## src/rtl/scan_tap.sv

```systemverilog
module scan_tap #(
  parameter int BSR_LEN = 70,
  parameter logic [BSR_LEN-1:0] NC_MASK = BSR_LEN'(1) << 54,
  parameter logic [3:0]  ID_REV  = 4'h0,
  parameter logic [9:0]  ID_CFG  = 10'h104,
  parameter logic [5:0]  ID_VEND = 6'h00,
  parameter logic [10:0] ID_MFR  = 11'h0CE
) (
  input  logic               tck,
  input  logic               por_n,
  input  logic               tms,
  input  logic               tdi,
  input  logic [BSR_LEN-1:0] pin_vec,
  output logic               tdo,
  output logic               tdo_oe,
  output logic               outs_hiz
);
  localparam logic [31:0] ID_WORD = {ID_REV, ID_CFG, ID_VEND, ID_MFR, 1'b1};
  localparam logic [2:0]  OP_ID   = 3'b001;

  typedef enum logic [3:0] {
    S_TLR  = 4'd0,  S_RTI  = 4'd1,  S_SDS  = 4'd2,  S_CDR  = 4'd3,
    S_SHDR = 4'd4,  S_E1DR = 4'd5,  S_PDR  = 4'd6,  S_E2DR = 4'd7,
    S_UDR  = 4'd8,  S_SIS  = 4'd9,  S_CIR  = 4'd10, S_SHIR = 4'd11,
    S_E1IR = 4'd12, S_PIR  = 4'd13, S_E2IR = 4'd14, S_UIR  = 4'd15
  } tap_st_e;

  tap_st_e state_q, state_d;
  logic [2:0] ir_q, ir_sr;
  logic       byp_q;
  logic [31:0] id_sr;
  logic [BSR_LEN-1:0] bsr_sr;
  logic tdo_q, oe_q;
  logic is_bsr, is_id, is_byp, dr_bit;

  always_comb begin
    case (state_q)
      S_TLR:  state_d = tms ? S_TLR  : S_RTI;
      S_RTI:  state_d = tms ? S_SDS  : S_RTI;
      S_SDS:  state_d = tms ? S_SIS  : S_CDR;
      S_CDR:  state_d = tms ? S_E1DR : S_SHDR;
      S_SHDR: state_d = tms ? S_E1DR : S_SHDR;
      S_E1DR: state_d = tms ? S_UDR  : S_PDR;
      S_PDR:  state_d = tms ? S_E2DR : S_PDR;
      S_E2DR: state_d = tms ? S_UDR  : S_SHDR;
      S_UDR:  state_d = tms ? S_SDS  : S_RTI;
      S_SIS:  state_d = tms ? S_TLR  : S_CIR;
      S_CIR:  state_d = tms ? S_E1IR : S_SHIR;
      S_SHIR: state_d = tms ? S_E1IR : S_SHIR;
      S_E1IR: state_d = tms ? S_UIR  : S_PIR;
      S_PIR:  state_d = tms ? S_E2IR : S_PIR;
      S_E2IR: state_d = tms ? S_UIR  : S_SHIR;
      default: state_d = tms ? S_SDS : S_RTI;
    endcase
  end

  assign is_bsr   = (ir_q == 3'b000) || (ir_q == 3'b010) || (ir_q == 3'b100);
  assign is_id    = (ir_q == OP_ID);
  assign is_byp   = !is_bsr && !is_id;
  assign outs_hiz = !ir_q[2] && !ir_q[0];
  assign dr_bit   = is_bsr ? bsr_sr[0] : (is_id ? id_sr[0] : byp_q);

  always_ff @(posedge tck or negedge por_n)
    if (!por_n) state_q <= S_TLR;
    else        state_q <= state_d;

  always_ff @(posedge tck or negedge por_n) begin
    if (!por_n) begin
      ir_q  <= OP_ID;
      ir_sr <= 3'b001;
    end else begin
      if (state_d == S_TLR)       ir_q  <= OP_ID;
      else if (state_q == S_UIR)  ir_q  <= ir_sr;
      if (state_q == S_CIR)       ir_sr <= 3'b001;
      else if (state_q == S_SHIR) ir_sr <= {tdi, ir_sr[2:1]};
    end
  end

  always_ff @(posedge tck or negedge por_n) begin
    if (!por_n) begin
      byp_q  <= 1'b0;
      id_sr  <= '0;
      bsr_sr <= '0;
    end else if (state_q == S_CDR) begin
      if (is_byp) byp_q  <= 1'b0;
      if (is_id)  id_sr  <= ID_WORD;
      if (is_bsr) bsr_sr <= pin_vec & ~NC_MASK;
    end else if (state_q == S_SHDR) begin
      if (is_byp) byp_q  <= tdi;
      if (is_id)  id_sr  <= {tdi, id_sr[31:1]};
      if (is_bsr) bsr_sr <= {tdi, bsr_sr[BSR_LEN-1:1]};
    end
  end

  always_ff @(negedge tck or negedge por_n) begin
    if (!por_n) begin
      tdo_q <= 1'b0;
      oe_q  <= 1'b0;
    end else begin
      oe_q <= (state_q == S_SHDR) || (state_q == S_SHIR);
      if (state_q == S_SHIR)      tdo_q <= ir_sr[0];
      else if (state_q == S_SHDR) tdo_q <= dr_bit;
    end
  end

  assign tdo    = tdo_q;
  assign tdo_oe = oe_q;
endmodule


```

## config.mk

```make
export PLATFORM = sky130hd
export DESIGN_NAME = scan_tap
export DESIGN_NICKNAME = d
export VERILOG_FILES = /design/src/rtl/scan_tap.sv
export SDC_FILE = /design/constraint.sdc
export NUM_CORES = 1
export LEC_CHECK = 0
export BUFFER_PORTS_ARGS = -buffer_cell sky130_fd_sc_hd__buf_2
export CAP_MARGIN = 10
export CELL_PAD_IN_SITES_DETAIL_PLACEMENT = 1
export CELL_PAD_IN_SITES_GLOBAL_PLACEMENT = 1
export CORE_MARGIN = 3
export CORE_UTILIZATION = 47
export CTS_CLUSTER_DIAMETER = 100
export DETAILED_ROUTE_END_ITERATION = 10
export PLACE_DENSITY_LB_ADDON = 0.1
export SLEW_MARGIN = 5
export SYNTH_ARGS = -nofsm -noshare
export SYNTH_HDL_FRONTEND = slang
export SYNTH_SLANG_ARGS = --single-unit
```

## constraint.sdc

```tcl
create_clock -name tck -period 2.3 [get_ports tck]
set_input_delay 0.115 -clock tck [delete_from_list [all_inputs] [get_ports tck]]
set_output_delay 0.115 -clock tck [all_outputs]
set_load 0.05 [all_outputs]
```

==> impl_metrics.yaml, run 1 <==
sta:
  hold_violations: 0
  clock-skew-final_ps: 19.8
  max_slew_margin: 0.654
  drv_slew: 0
  finalSetupViolCount: 1
  hold_ws_ps: 56.4
  setup_ws_ps: -165
  rsz0062_at_grt: "yes"
  worst_pin_slew_ps: 519
yosys:
  synth_most_common_cell: "mux2_2"
  ys_ff_latch: 115
  yosysWarnings: 0
  synth_common_cells: "151 x mux2_2, 111 x dfrtp_1, 27 x nand2_1, 19 x inv_1, 18 x mux2i_1"
  syn_avg_cell_area_um2: 12.9
  synth_top_area_frac: 0.493
  synth_cell_types: 44
  synth_top_area_cell: "dfrtp_1"
  synth_flop_cell: "dfrtp_1"
  synth_area_leaders: "dfrtp_1 49%, mux2_2 30%, mux2i_1 3.2%, nand2_1 1.8%, buf_6 1.4%"
  synthCells: 436
  ys_async_sr_fraction: 1.00
  synth_edf_count: 0
  netlist_area_um2: 5640
  yosysSeqAreaShare: 0.511
  synth_fp_nets: 510
placed_design:
  dp_hpwl_mm: 7.57
  portBuffers: 75
  gp_congestion: 0.745
  placed_area_um2: 6340
  dp.cells: 650
clock_network:
  clkTransAtPathRegs_ps: 50
  clk_latency_ps: 400
  h-tree-depth: 4
  cts_made_buffers: 17
  cts_sinks: 115
  tritoncts: "done"
  clock_path_buffers: 2
  clockRootBuffer: "clkbuf_16"
grt:
  antenna_found_initial: 0
  grt_max_degree: 97
  grt_pass1_vias: 3976
  globalRouteTotalUtil: 0.182
  gr-total-overflow: 0
  grt_pass1_wl_mm: 19.1
critical_path:
  crit_family: "flip-flops"
  required_ps: 1370
  path_buf_inv: 0
  critPathMaxFanout: 2
  crit_chain: "or3b_4 -> o221ai_2 -> o21ai_1"
  crit_path_end_kind: "register"
  criticalPathCategory: "reg -> reg"
  slowest_stage: "dfstp_2"
  max_stage_delay_ps: 530
  start_kind: "register"
  worstPathArrival_ps: 1540
power:
  power_leakage_nw: 3.47
  powerDensity_nw_per_um2: 1090
  vdd.ir_drop.worst_mv: 0.567
  p_total_mw: 7.64
cells_and_area:
  stdcell_area_um2: 7020
  fillers: 1161
  fin_cells: 692
  area_growth_syn_to_layout_pct: 24.5
  diodes: 0
  nets: 610
  fin_util: 0.607
  layout-drive-gt1-share: 0.556
routing:
  remaining_drc_errors: 0
  wl_mm: 11.6
  drt_pass1_iterations: 4
  drtIter0Drc: 140
  final_antenna_net_count: 0
  via_count: 3681
  routedWlPerCell_um: 16.8
  viasPerCell: 5.32
floorplan:
  fp-row-count: 39
  fp.dieH_um: 116
  start_util: 0.488
  die_area_um2: 13300
  core_um2: 11600
  num_io_pins: 77
  die_x_um: 116
status:
  violations: "negative setup slack"
  status: "finished with violations"
run:
  drv_cap: 0
min_path:
  holdCritPathClass: "in -> reg"
==> report_power, final <==
group	internal, mW	leakage [nW]	switching, mW
logic	1.33	1.65	1.15
clock network	1.60	0.283	0.846
registers	2.46	1.54	0.250
total	5.39	3.47	2.25
==> registers in the layout, summed over array words and instances, names as in the netlist <==
| register | cells |
|---|---|
| bsr_sr | 70 |
| byp_q | 1 |
| id_sr | 32 |
| ir_q | 3 |
| ir_sr | 3 |
| state_q | 4 |
| tdo | 1 |
| tdo_oe | 1 |
==> worst paths after layout <==
| kind | start | slack (ps) | end | cells past startpoint |
|---|---|---|---|---|
| worst max-delay path | ir_q[0] | -160 | tdo | 3 |
| worst min register to register | bsr_sr[60] | 490 | bsr_sr[60] | 1 |
| worst min-delay path | pin_vec[60] | 60 | bsr_sr[60] | 3 |
| worst max register to register | ir_q[0] | -160 | tdo | 3 |
| max in group asynchronous | por_n | 830 | tdo | 2 |
| min in group asynchronous | por_n | 150 | id_sr[8] | 2 |
==> cell type report <==
cell class / count / area, µm² / share of cell area
Clock inverter: 3 / 15.0 / 0.00214
Inverter: 19 / 71.3 / 0.0102
Clock buffer: 29 / 551 / 0.0784
Sequential cell: 115 / 2880 / 0.411
Tap cell: 143 / 179 / 0.0255
Timing Repair Buffer: 114 / 805 / 0.115
Multi-Input combinational cell: 269 / 2520 / 0.359
==> cell families after synthesis <==
| kind of cell | Yosys count | synth area share |
|---|---|---|
| buffers and inverters | 52 | 0.0482 |
| adder cells (fa/ha/maj) | 1 | 0.00178 |
| XOR/XNOR | 1 | 0.00155 |
| AO/OA/AOI/OAI | 29 | 0.0395 |
| flip-flops | 115 | 0.511 |
| AND/OR/NAND/NOR | 67 | 0.0606 |
| multiplexers | 171 | 0.338 |
==> metal layers <==
metal,global-route usage,routed length [µm]
met1,0.227,5280
met2,0.306,5710
met3,0.0470,427
met4,0.0712,189
met5,0,0
==> cells in the final DEF, fill, tap and decap left out, drive strengths merged, types with 2 or more instances in the layout <==
cell type,instances
nor4b,3
clkinv,3
buf,111
o221ai,2
dfrtn,2
o21ai,6
o31ai,2
nor3b,2
a211oi,3
nor4,3
mux2,153
dlygate4sd3,2
dfstp,2
nor2b,2
nand2b,3
nor2,14
nand2,27
clkbuf,30
o21ba,3
inv,19
dfrtp,111
a21oi,7
nand3b,2
mux2i,18
nand3,3
==> worst reg2reg max path, delay by kind of cell (launching register included) <==
family	cells	cell delay [ps]
and+or+nand+nor	1	390
AOI/OAI and AO/OA	2	210
DFF	1	530
==> repair_timing <==
action	4_1_cts	5_1_grt
resized for setup	4	6
cloned	0	1
hold buffers	2	0
pin swaps	0	1
setup buffers	1	6
endpoints found under the setup margin	4	33
hold endpoints to repair	18	0
==> metrics by stage <==
stage / TNS [ps] / setup WS (ps)
2_1_floorplan: -245 / -245
3_3_place_gp: -91.4 / -91.4
3_5_place_dp: -145 / -145
4_1_cts: -166 / -165
5_1_grt: -485 / -223
6_report: -165 / -165
Power figures use the tool's default switching activity.
==> inputs of run 2 (changes only) <==
--- a/config.mk
+++ b/config.mk
@@ -13,7 +13,9 @@
 export CORE_UTILIZATION = 47
 export CTS_CLUSTER_DIAMETER = 100
 export DETAILED_ROUTE_END_ITERATION = 10
+export GPL_TIMING_DRIVEN = 0
 export PLACE_DENSITY_LB_ADDON = 0.1
+export SKIP_LAST_GASP = 1
 export SLEW_MARGIN = 5
 export SYNTH_ARGS = -nofsm -noshare
 export SYNTH_HDL_FRONTEND = slang
==> run 2 against run 1 <==
The flow still finishes with violations (negative setup slack); die area did not move; final cell count rose by 3.3%; first-iteration DRC count rose by 29%; via count rose by 3.1%; critical path type unchanged; critical endpoint unchanged; largest cell class unchanged; highest routed layer is now met5.
==> impl_metrics.yaml, run 2 (synthesis gave the netlist of run 1 again) <==
routing:
  viasPerCell: 5.31
  final_antenna_net_count: 0
  via_count: 3795
  routedWlPerCell_um: 18.3
  remaining_drc_errors: 0
  wl_mm: 13.1
  drtIter0Drc: 180
  drt_pass1_iterations: 4
cells_and_area:
  area_growth_syn_to_layout_pct: 27.4
  largest_reg_flops: 70
  layout-drive-gt1-share: 0.572
  regMostFlops: "bsr_sr"
  reg_top3: "bsr_sr: 70 flops, id_sr: 32 flops, state_q: 4 flops"
  final_cell_mix: "151 x mux2_2, 109 x dfrtp_1, 75 x buf_2, 28 x buf_4, 26 x nand2_1"
  diodes: 0
  final_common_cell: "mux2_2"
  nets: 634
floorplan:
  start_util: 0.488
  fp.dieH_um: 116
  die_x_um: 116
  num_io_pins: 77
  die_area_um2: 13300
  fp-row-count: 39
  core_um2: 11600
critical_path:
  crit_path_end_kind: "register"
  max_stage_delay_ps: 530
  worstPathArrival_ps: 1560
  crit_family: "flip-flops"
  start_kind: "register"
  critPathMaxFanout: 2
  crit_chain: "or3b_4 -> o221ai_2 -> o21ai_1"
  path_buf_inv: 0
  crit_cells: 3
  criticalPathCategory: "reg -> reg"
  reg2reg_depth: 3
  slowest_stage: "dfstp_2"
  required_ps: 1370
clock_network:
  clock_path_buffers: 2
  cts_sinks: 115
  clockRootBuffer: "clkbuf_16"
  clk_latency_ps: 410
  h-tree-depth: 4
  cts_made_buffers: 17
  clkTransAtPathRegs_ps: 50
  tritoncts: "done"
run:
  drv_cap: 0
power:
  p_total_mw: 8.06
  vdd.ir_drop.worst_mv: 0.718
  powerDensity_nw_per_um2: 1120
  power_leakage_nw: 3.57
status:
  status: "finished with violations"
  violations: "negative setup slack"
sta:
  drv_slew: 0
  worst_pin_slew_ps: 516
  setup_ws_ps: -185
  hold_violations: 0
  finalSetupViolCount: 6
  rsz0062_at_grt: "yes"
  clock-skew-final_ps: 23.7
  max_slew_margin: 0.656
min_path:
  hold_depth: 3
  holdCritPathClass: "in -> reg"
placed_design:
  gp_congestion: 0.747
  dp_hpwl_mm: 8.22
  dp_slack_ps: -495
  portBuffers: 75
grt:
  grt_pass1_wl_mm: 20.9
  grt_pass1_vias: 4198
  grt_max_degree: 87
  antenna_found_initial: 1
  gr-total-overflow: 0
  globalRouteTotalUtil: 0.202
-- run 2: metal layers --
layer,GRT usage,wire (µm)
met2,0.350,6870
met5,0,13
met1,0.240,5550
met3,0.0648,532
met4,0.0626,136
-- run 2: worst paths after layout --
check | to | startpoint | slack, ps
hold reg to reg | bsr_sr[62] | bsr_sr[62] | 490
min in group asynchronous | id_sr[18] | por_n | 150
setup reg to reg | tdo | ir_q[0] | -180
hold / removal | bsr_sr[63] | pin_vec[63] | 70
setup / recovery | tdo | ir_q[0] | -180
max in group asynchronous | tdo | por_n | 390
-- run 2: power by group --
group,switching (mW),internal (mW)
clock network,0.862,1.56
logic,1.35,1.57
registers,0.250,2.46
-- run 2: through the flow --
stage               instances  area (µm²)  TNS (ps)   util  hold WS [ps]
floorplan                 436        5660      -245      -          -181
global placement          654        6210    -34490  0.537           415
detailed placement        655        6250      -831  0.540          12.6
CTS                       702        7010      -185  0.606          55.6
global route              715        7180     -1580  0.621          60.8
finish                    715        7180      -265  0.621          65.9
-- run 2: tightest hold or removal path: cells and delay by family --
kind	cells	cell delay (ps)
buffers and inverters	1	70
multiplexers	2	250
-- run 2: layout make-up --
type	instances	area, µm²
buffer	30	272
clock buffer	27	533
clock inverter	4	20.0
fill	1179	4380
inverter	19	71.3
multi-input combinational	269	2520
sequential	115	2880
tap	143	179
timing repair buffer	108	706
-- run 2: what timing repair did --
| item | 4_1_cts | 5_1_grt |
|---|---|---|
| pin swaps | 3 | 5 |
| hold endpoints to repair | 94 | 0 |
| hold buffers | 2 | 0 |
| cloned | 0 | 1 |
| resized for setup | 27 | 13 |
| setup buffers | 17 | 13 |
| endpoints found under the setup margin | 80 | 81 |
